$ cat config.mk
export PLATFORM = sky130hd
export DESIGN_NAME = branch_seq_unit
export DESIGN_NICKNAME = d
export VERILOG_FILES = /design/src/rtl/bsu_pkg.sv /design/src/rtl/bsu_cond_eval.sv /design/src/rtl/bsu_target_calc.sv /design/src/rtl/bsu_seq_ctrl.sv /design/src/rtl/branch_seq_unit.sv
export SDC_FILE = /design/constraint.sdc
export NUM_CORES = 1
export LEC_CHECK = 0
export BUFFER_PORTS_ARGS = -buffer_cell sky130_fd_sc_hd__buf_2
export CAP_MARGIN = 20
export CORE_MARGIN = 2
export CORE_UTILIZATION = 46
export CTS_CLUSTER_DIAMETER = 120
export DETAILED_ROUTE_END_ITERATION = 6
export HOLD_SLACK_MARGIN = 0.08
export PLACE_DENSITY = 0.69
export SETUP_SLACK_MARGIN = 0.2
export SLEW_MARGIN = 20
export SYNTH_ARGS = -nofsm -noshare
export SYNTH_HDL_FRONTEND = slang
export SYNTH_SLANG_ARGS = --single-unit
$ cat constraint.sdc
create_clock -name clk -period 8.9 [get_ports clk]
set_input_delay 0.445 -clock clk [delete_from_list [all_inputs] [get_ports clk]]
set_output_delay 0.445 -clock clk [all_outputs]
set_load 0.1 [all_outputs]
$ cat src/rtl/bsu_pkg.sv
package bsu_pkg;
  typedef enum logic [2:0] {
    OP_NONE  = 3'd0,
    OP_JREL  = 3'd1,
    OP_JABS  = 3'd2,
    OP_JCOND = 3'd3,
    OP_CREL  = 3'd4,
    OP_CABS  = 3'd5,
    OP_RET   = 3'd6,
    OP_RSVD  = 3'd7
  } bsu_op_e;

  typedef enum logic [3:0] {
    CC_GT  = 4'd0,
    CC_GE  = 4'd1,
    CC_LT  = 4'd2,
    CC_LE  = 4'd3,
    CC_HI  = 4'd4,
    CC_HS  = 4'd5,
    CC_LO  = 4'd6,
    CC_LS  = 4'd7,
    CC_EQ  = 4'd8,
    CC_NE  = 4'd9
  } bsu_cc_e;

  localparam int FLG_N = 3;
  localparam int FLG_Z = 2;
  localparam int FLG_V = 1;
  localparam int FLG_C = 0;

  function automatic logic op_is_branch(input logic [2:0] op);
    return (op != OP_NONE) && (op != OP_RSVD);
  endfunction

  function automatic logic op_is_call(input logic [2:0] op);
    return (op == OP_CREL) || (op == OP_CABS);
  endfunction
endpackage

$ cat src/rtl/bsu_cond_eval.sv
module bsu_cond_eval
  import bsu_pkg::*;
(
  input  logic [3:0] cond,
  input  logic [3:0] flags,
  output logic       hit
);
  logic n_f, z_f, v_f, c_f, lt_s;

  assign n_f  = flags[FLG_N];
  assign z_f  = flags[FLG_Z];
  assign v_f  = flags[FLG_V];
  assign c_f  = flags[FLG_C];
  assign lt_s = n_f ^ v_f;

  always_comb begin
    unique case (cond)
      CC_GT:   hit = !z_f && !lt_s;
      CC_GE:   hit = !lt_s;
      CC_LT:   hit = lt_s;
      CC_LE:   hit = z_f || lt_s;
      CC_HI:   hit = !z_f && !c_f;
      CC_HS:   hit = !c_f;
      CC_LO:   hit = c_f;
      CC_LS:   hit = z_f || c_f;
      CC_EQ:   hit = z_f;
      CC_NE:   hit = !z_f;
      default: hit = 1'b0;
    endcase
  end
endmodule

$ cat src/rtl/bsu_target_calc.sv
module bsu_target_calc
  import bsu_pkg::*;
#(
  parameter int PC_W         = 16,
  parameter int DISP_W       = 10,
  parameter int CDISP_W      = 7,
  parameter int ABS_W        = 7,
  parameter bit ABS_HALFWORD = 1'b1
) (
  input  logic [PC_W-1:0]   pc,
  input  logic [2:0]        op,
  input  logic              use_reg,
  input  logic              delay,
  input  logic [DISP_W-1:0] disp,
  input  logic [PC_W-1:0]   rg,
  input  logic [PC_W-1:0]   link,
  output logic [PC_W-1:0]   seq_pc,
  output logic [PC_W-1:0]   target,
  output logic [PC_W-1:0]   link_next
);
  localparam logic [PC_W-1:0] INSN_BYTES = PC_W'(2);

  logic [PC_W-1:0] long_off, short_off, rel_off, abs_imm, abs_tgt;

  assign seq_pc    = pc + INSN_BYTES;
  assign link_next = delay ? (seq_pc + INSN_BYTES) : seq_pc;

  assign long_off  = {{(PC_W-DISP_W){disp[DISP_W-1]}}, disp} << 1;
  assign short_off = {{(PC_W-CDISP_W){disp[CDISP_W-1]}}, disp[CDISP_W-1:0]} << 1;

  generate
    if (ABS_HALFWORD) begin : g_abs_half
      assign abs_imm = {{(PC_W-ABS_W-1){1'b0}}, disp[ABS_W-1:0], 1'b0};
    end else begin : g_abs_byte
      assign abs_imm = {{(PC_W-ABS_W){1'b0}}, disp[ABS_W-1:0]};
    end
  endgenerate

  assign abs_tgt = use_reg ? {rg[PC_W-1:1], 1'b0} : abs_imm;

  always_comb begin
    if (op == OP_JCOND) rel_off = short_off;
    else if (use_reg)   rel_off = rg;
    else                rel_off = long_off;
  end

  always_comb begin
    case (op)
      OP_JREL, OP_JCOND, OP_CREL: target = seq_pc + rel_off;
      OP_JABS, OP_CABS:           target = abs_tgt;
      OP_RET:                     target = link;
      default:                    target = seq_pc;
    endcase
  end
endmodule

$ cat src/rtl/bsu_seq_ctrl.sv
module bsu_seq_ctrl
  import bsu_pkg::*;
#(
  parameter int PC_W = 16
) (
  input  logic            clk,
  input  logic            rst_n,
  input  logic            in_valid,
  output logic            in_ready,
  input  logic [2:0]      op,
  input  logic            delay,
  input  logic            cond_hit,
  input  logic [PC_W-1:0] seq_pc,
  input  logic [PC_W-1:0] target,
  input  logic [PC_W-1:0] link_next,
  output logic [PC_W-1:0] link,
  output logic            pend,
  output logic            out_valid,
  output logic [PC_W-1:0] out_pc,
  output logic            out_taken,
  output logic            out_err
);
  logic            ready_q, pend_q;
  logic [PC_W-1:0] pend_tgt_q, link_q;
  logic            accept, is_br, wants;
  logic [PC_W-1:0] nxt_pc;
  logic            nxt_taken, nxt_err, nxt_pend, wr_link;
  logic [PC_W-1:0] nxt_pend_tgt;

  assign accept   = in_valid && ready_q;
  assign is_br    = op_is_branch(op);
  assign wants    = is_br && ((op != OP_JCOND) || cond_hit);
  assign in_ready = ready_q;
  assign link     = link_q;
  assign pend     = pend_q;

  always_comb begin
    nxt_pc       = seq_pc;
    nxt_taken    = 1'b0;
    nxt_err      = 1'b0;
    nxt_pend     = 1'b0;
    nxt_pend_tgt = pend_tgt_q;
    wr_link      = 1'b0;
    if (pend_q) begin
      nxt_pc    = pend_tgt_q;
      nxt_taken = 1'b1;
      nxt_err   = is_br;
    end else if (wants && delay) begin
      nxt_pend     = 1'b1;
      nxt_pend_tgt = target;
      wr_link      = op_is_call(op);
    end else if (wants) begin
      nxt_pc    = target;
      nxt_taken = 1'b1;
      wr_link   = op_is_call(op);
    end
  end

  always_ff @(posedge clk) begin
    if (!rst_n) begin
      ready_q    <= 1'b0;
      pend_q     <= 1'b0;
      pend_tgt_q <= '0;
      link_q     <= '0;
      out_valid  <= 1'b0;
      out_pc     <= '0;
      out_taken  <= 1'b0;
      out_err    <= 1'b0;
    end else begin
      ready_q   <= 1'b1;
      out_valid <= accept;
      if (accept) begin
        pend_q     <= nxt_pend;
        pend_tgt_q <= nxt_pend_tgt;
        out_pc     <= nxt_pc;
        out_taken  <= nxt_taken;
        out_err    <= nxt_err;
        if (wr_link) link_q <= link_next;
      end else begin
        out_taken <= 1'b0;
        out_err   <= 1'b0;
      end
    end
  end
endmodule

$ cat src/rtl/branch_seq_unit.sv
module branch_seq_unit
  import bsu_pkg::*;
#(
  parameter int PC_W         = 16,
  parameter int DISP_W       = 10,
  parameter int CDISP_W      = 7,
  parameter int ABS_W        = 7,
  parameter bit ABS_HALFWORD = 1'b1
) (
  input  logic              clk,
  input  logic              rst_n,
  input  logic              in_valid,
  output logic              in_ready,
  input  logic [PC_W-1:0]   in_pc,
  input  logic [2:0]        in_op,
  input  logic              in_delay,
  input  logic              in_use_reg,
  input  logic [3:0]        in_cond,
  input  logic [DISP_W-1:0] in_disp,
  input  logic [PC_W-1:0]   in_reg,
  input  logic [3:0]        in_flags,
  output logic              out_valid,
  output logic [PC_W-1:0]   out_pc,
  output logic              out_taken,
  output logic [PC_W-1:0]   out_link,
  output logic              out_err
);
  logic            cond_hit, pend_active;
  logic [PC_W-1:0] seq_pc, target, link_next, link_val;

  bsu_cond_eval u_cond (
    .cond  (in_cond),
    .flags (in_flags),
    .hit   (cond_hit)
  );

  bsu_target_calc #(
    .PC_W(PC_W), .DISP_W(DISP_W), .CDISP_W(CDISP_W),
    .ABS_W(ABS_W), .ABS_HALFWORD(ABS_HALFWORD)
  ) u_tgt (
    .pc        (in_pc),
    .op        (in_op),
    .use_reg   (in_use_reg),
    .delay     (in_delay),
    .disp      (in_disp),
    .rg        (in_reg),
    .link      (link_val),
    .seq_pc    (seq_pc),
    .target    (target),
    .link_next (link_next)
  );

  bsu_seq_ctrl #(.PC_W(PC_W)) u_seq (
    .clk       (clk),
    .rst_n     (rst_n),
    .in_valid  (in_valid),
    .in_ready  (in_ready),
    .op        (in_op),
    .delay     (in_delay),
    .cond_hit  (cond_hit),
    .seq_pc    (seq_pc),
    .target    (target),
    .link_next (link_next),
    .link      (link_val),
    .pend      (pend_active),
    .out_valid (out_valid),
    .out_pc    (out_pc),
    .out_taken (out_taken),
    .out_err   (out_err)
  );

  assign out_link = link_val;
endmodule

# After elaboration in Yosys (flattened, before gate mapping)
# Index checks and enable logic that the tools add are counted.
[totals] regBits=53 in_bits=58 out_inout_bits=36 word_cells=69
[op_classes] n_addsub=3 eq_ne=17 muxes=18 bitwise_logic=2 n_reduce_logical=21
[ops] cell="two-way mux 16 bit" count=7
[ops] cell="case mux 16 bit (3 select lines)" count=1
[ops] cell="adder 16 x 2 -> 16 bit, second input constant" count=2
[ops] cell="adder 16 bit" count=1
[ops] cell="== test 4 x 3 -> 1 bit, second input constant" count=4
[ops] cell="case mux 1 bit (10 select lines)" count=1
[ops] cell="== test 3 bit, second input constant" count=3
[ops] cell="two-way mux 1 bit" count=9
[ops] cell="== test 4 x 2 -> 1 bit, second input constant" count=2
[ops] cell="== test 4 bit, second input constant" count=2
[ops] cell="== test 3 x 2 -> 1 bit, second input constant" count=2
[ops] cell="logical AND 1 bit" count=6
[ops] cell="AND reduction 3 bit" count=2
[ops] cell="== test 4 x 1 -> 1 bit, second input constant" count=1
[ops] cell="logical NOT 4 bit" count=1
[ops] cell="logical OR 1 bit" count=4
[ops] cell="AND reduction 2 bit" count=2
[ops] cell="== test 3 x 1 -> 1 bit, second input constant" count=1
[ops] cell="logical NOT 1 bit" count=3
[ops] cell="!= test 3 x 2 -> 1 bit, second input constant" count=1
[ops] cell="!= test 3 bit, second input constant" count=1
[ops] cell="nonzero test 3 bit" count=1
[ops] cell="OR reduction 3 bit" count=1
[ops] cell="OR reduction 2 bit" count=1
[ops] cell="2 further kinds" count=2

# Depth between registers and ports, before layout
[logic_depth] word_depth=10 ltp_mapped=15

# Hierarchy
# A second synthesis with hierarchy kept.
[unflattened] cells_unflattened=583 hier_area_um2=4454.3
[modules_own_cells] module="bsu_seq_ctrl" instances=1 cells_per_inst=271 area_each_um2=2267.2 seq_area_each_um2=1061.0
[modules_own_cells] module="bsu_target_calc" instances=1 cells_per_inst=298 area_each_um2=2099.5 seq_area_each_um2=0.0
[modules_own_cells] module="bsu_cond_eval" instances=1 cells_per_inst=14 area_each_um2=87.6 seq_area_each_um2=0.0

# Worst setup path after synthesis
# OpenSTA, ideal clock, no wires.
[synth_timing] kind="input to register" start="input port in_use_reg" end="register u_seq.out_pc[14]" setup_time_ns=0.092 arrival_time_ns=3.683 path_slack_ns=5.125 stages=14 path_buffers=3 path_cell_list="buf_2 -> buf_1 -> buf_1 -> nand2_1 -> mux2_2 -> ha_1 -> o21a_1 -> o21ai_0 -> o21bai_1 -> a211oi_2 -> nor2_1 -> and4_1 -> nor4_1 -> o32ai_1"
[synth_via] elab_chain_cells=7
[synth_lines] element="start, declared" line="branch_seq_unit.sv:17" text="input logic in_use_reg,"
[synth_lines] element="two-way mux 16 bit" line="bsu_target_calc.sv:43" text="else if (use_reg) rel_off = rg;"
[synth_lines] element="two-way mux 16 bit" line="bsu_target_calc.sv:42" text="if (op == OP_JCOND) rel_off = short_off;"
[synth_lines] element="adder 16 bit" line="bsu_target_calc.sv:49" text="OP_JREL, OP_JCOND, OP_CREL: target = seq_pc + rel_off;"
[synth_lines] element="case mux 16 bit (3 select lines) (*)" line="bsu_target_calc.sv:48" text="case (op)"
[synth_lines] element="two-way mux 16 bit (*)" line="bsu_seq_ctrl.sv:52" text="end else if (wants) begin"
[synth_lines] element="two-way mux 16 bit (*)" line="bsu_seq_ctrl.sv:48" text="end else if (wants && delay) begin"
[synth_lines] element="two-way mux 16 bit (*)" line="bsu_seq_ctrl.sv:44" text="if (pend_q) begin"
[synth_lines] element="end signal, assigned" line="bsu_seq_ctrl.sv:75" text="out_pc <= nxt_pc;"
[synth_lines] element="end, declared" line="bsu_seq_ctrl.sv:19" text="output logic [PC_W-1:0] out_pc,"
# Every way passes the cells marked *; elsewhere a longest branch is shown, timed or not.
# A chain may end at the register's enable or synchronous reset.

# Worst setup path in the final report
[layout_timing] start="input port in_op[0]" end="register u_seq.out_pc[14]"
[layout_via] elab_chain_cells=7
[layout_lines] element="start, declared" line="branch_seq_unit.sv:15" text="input logic [2:0] in_op,"
[layout_lines] element="== test 3 x 2 -> 1 bit" line="bsu_target_calc.sv:42, bsu_target_calc.sv:48"
[layout_lines] element="two-way mux 16 bit" line="bsu_target_calc.sv:42"
[layout_lines] element="adder 16 bit" line="bsu_target_calc.sv:49"
[layout_lines] element="case mux 16 bit (3 select lines)" line="bsu_target_calc.sv:48"
[layout_lines] element="two-way mux 16 bit" line="bsu_seq_ctrl.sv:52"
[layout_lines] element="two-way mux 16 bit (*)" line="bsu_seq_ctrl.sv:48"
[layout_lines] element="two-way mux 16 bit (*)" line="bsu_seq_ctrl.sv:44"
# Marked as above.

==> out/qor.csv <==
stage;metric;value;unit
logic_synthesis;top post-synthesis cells by area;dfxtp_1 24%, a21oi_1 8.1%, o21ai_0 5.4%;
cells_and_area;n_diodes;0;
sta;Slew Viols, Final;0;
logic_synthesis;Syn Area/Cell;7.20;um2
cts;clk_lat worst skew;320;ps
routing;WL met2;7.57;mm
worst_setup_path;R2R setup slack;5720;ps
cts;clk sinks;53;
pwr;power per cell area;142;mW/mm2
routing;M1 wire length;6.40;mm
routing;met3 wire length;738;um
worst_setup_path;Arrival @ worst endpoint;4360;ps
die;I/O pin total;94;
cts;H-tree depth;2;
worst_setup_path;CP required;9130;ps
cts;CTS tree;yes;
logic_synthesis;Yosys warnings;0;
sta;FMAX;0.242;GHz
outcome;status;completed;
placement;Placement Cell Area;0.00500;mm2
cts;clock root cell;clkbuf_8;
die;Core ar.;0.00964;mm2
worst_setup_path;crit path capture type;register;
placement;HPWL Detailed;11.9;mm
routing;vias per cell;6.06;
hold_path;worst hold path class;input pin to register;
routing;1st-pass router iterations;4;
cells_and_area;fin cells;825;
die;Initial Utilization;46.7;%
sta;Final min period;4130;ps
logic_synthesis;syn_nets;702;
die;row count;36;
cts;Reg clk slew, reported paths;100;ps
worst_setup_path;kind of launch point of the worst setup path;input pin;
cts;CTS Buf Count;5;
cells_and_area;Layout area overhead;14.1;%
pwr;Leak Pwr;0.00217;uW
sta;Setup Viol. Count Final;0;
routing;WL per Instance;18.6;um
cells_and_area;area taken by multi-input logic gates;0.00318;mm2
placement;PortBufs;93;
global_route;Total GRT Usage;29.4;%
logic_synthesis;post-synthesis register bit count;53;
global_route;initial antenna violation count;0;
cts;hold_buf cts;0;
routing;DRC;0;
worst_setup_path;critical path class;input pin to register;
die;die area;0.0106;mm2
sta;setup repair after global routing missed its margin;no;
logic_synthesis;Post-synth EDFFs;0;
run;Max-Cap Viols;0;
logic_synthesis;cell taking the most area after synthesis;dfxtp_1;
cts;Clock Path Buffers;2;
sta;setup TNS;0;ps
global_route;pin count of the biggest net entering global routing;45;
cells_and_area;fin nets;767;
placement;final estimated routing congestion in global placement;0.936;
die;Die Width;103;um
logic_synthesis;fraction of registers with async set/reset;0;%
cts;post-CTS repair timing setup buffer count;0;
routing;uppermost layer routed;met4;
logic_synthesis;post-synth top area share;23.6;%
logic_synthesis;sequential share of the synthesized area;23.6;%
pwr;Worst IR Drop VDD;0.0689;mV
logic_synthesis;Post-Syn Area;0.00450;mm2
sta;slew margin rel.;31.7;%
sta;post-route clock period utilization;46.4;%
logic_synthesis;Netlist cell types;67;
logic_synthesis;Primary FF master, synth;dfxtp_1;
cts;post-cts gate resize count;0;
placement;Placed Cells;816;
sta;actual transition at the worst max-transition pin;1020;ps
cells_and_area;share of layout cells above drive strength 1;17.5;%
sta;setup skew after layout;9.77;ps
worst_setup_path;CP max FO;44;
routing;DRT iter0 DRCs;296;
routing;WL final;15.4;mm
cells_and_area;Filler Cells Inserted;1026;
routing;DR vias;5000;
global_route;vias in the first global route;4694;
cells_and_area;Reg area;0.00106;mm2
sta;final hold violation count;0;
die;chip height;103;um
global_route;global-route wire length before repair;24.1;mm
global_route;GR Overflow Total;0;
routing;Routed Antenna Nets;0;
logic_synthesis;Synth Instances;626;
cells_and_area;final instance area;0.00514;mm2
## kinds of logic (layout without fill, tap and decap cells)
family                   Yosys count  count (layout)  synth area share, %
AO/OA/AOI/OAI                    208             208                 29.4
AND/OR/NAND/NOR                  229             229                 25.1
adder cells (fa/ha/maj)           18              18                 5.17
buffers and inverters             67             133                 5.89
flip-flops                        53              53                 23.6
multiplexers                      17              17                 3.92
XOR/XNOR                          34              34                 6.94
## synth_stat cells, types with 4 or more instances
library cell  instances
and4_1                6
and2_1                6
o221ai_1              4
nor2_1               61
nand2_1              61
nand4_1               9
a221oi_1              4
buf_1                 6
o21a_1                5
and3_1               12
xor2_1                8
buf_2                 5
nor2b_1               5
nand3_1              21
a22oi_1               4
inv_1                28
mux2_2                5
mux2i_1              12
o22ai_1               7
o21ai_0              49
clkbuf_1             27
o31ai_1               4
dfxtp_1              53
or3_1                10
a31oi_1               9
xnor2_1              25
nand2b_1              6
a211oi_1              8
nor3_1               18
a21oi_1              73
ha_1                 17
## critical path, stage by stage
cell      delay (ps)
buf_2            580
nand3b_2         350
nand2_1          260
mux2_2           360
ha_1             330
o21a_1           200
o21ai_0          510
o21bai_1         290
a211oi_2         140
nor2_1           260
and4_1           270
nor4_1            60
o32ai_1          310
## layer usage
metal | GRT usage [%] | vias up
li1 | - | 2411
met1 | 37.6 | 2384
met2 | 50.0 | 164
met3 | 3.25 | 41
met4 | 12.6 | 0
met5 | 0 | -
## state kept, by name, indices dropped and copies added, names as in the netlist
signal,count
u_seq.pend,1
u_seq.in_ready,1
u_seq.link,16
u_seq.pend_tgt_q,16
u_seq.out_pc,16
u_seq.out_taken,1
u_seq.out_err,1
u_seq.out_valid,1
## final cells by class
class / count / area share (%)
well taps: 133 / 3.24
flip-flops and latches: 53 / 20.7
clock buffers: 6 / 1.41
inverters: 28 / 2.05
clock inverters: 2 / 0.755
multi-input cells: 506 / 61.9
repair buffers: 97 / 10.0
## worst paths after layout
| check | from | endpoint | cells after the start |
|---|---|---|---|
| min | rst_n | u_seq.in_ready | 1 |
| min reg2reg | u_seq.out_pc[0] | u_seq.out_pc[0] | 2 |
| max | in_op[0] | u_seq.out_pc[14] | 13 |
| max reg2reg | u_seq.in_ready | u_seq.link[8] | 6 |
## layout by cell type (no fill, tap or decap), types with 6 or more instances in the layout
master	Yosys	routed
a211oi_1	8	8
a21oi_1	73	73
a31oi_1	9	9
and2_1	6	6
and3_1	12	12
and4_1	6	6
buf_2	5	93
dfxtp_1	53	53
ha_1	17	17
inv_1	28	28
mux2i_1	12	12
nand2_1	61	61
nand2b_1	6	6
nand3_1	21	21
nand4_1	9	9
nor2_1	61	61
nor3_1	18	18
o21ai_0	49	49
o22ai_1	7	7
or3_1	10	10
xnor2_1	25	25
xor2_1	8	8
## per-stage QoR
stage	power [uW]	worst slack [ps]	hold WS (ps)	utilization, %
6_report	729	4770	437	53.3
5_1_grt	766	4470	442	53.3
4_1_cts	726	4810	429	53.0
3_5_place_dp	557	4490	440	51.9
3_3_place_gp	553	4640	437	51.9
2_1_floorplan	482	5120	429	-
## power by group
group          leakage, uW  total [uW]  switching, uW  internal, uW
Combinational      0.00169         304            208          96.2
Clock            0.0000554         172           87.4          84.7
Sequential        0.000432         253           5.52           248
No activity file was read; power rests on OpenSTA's default activity.
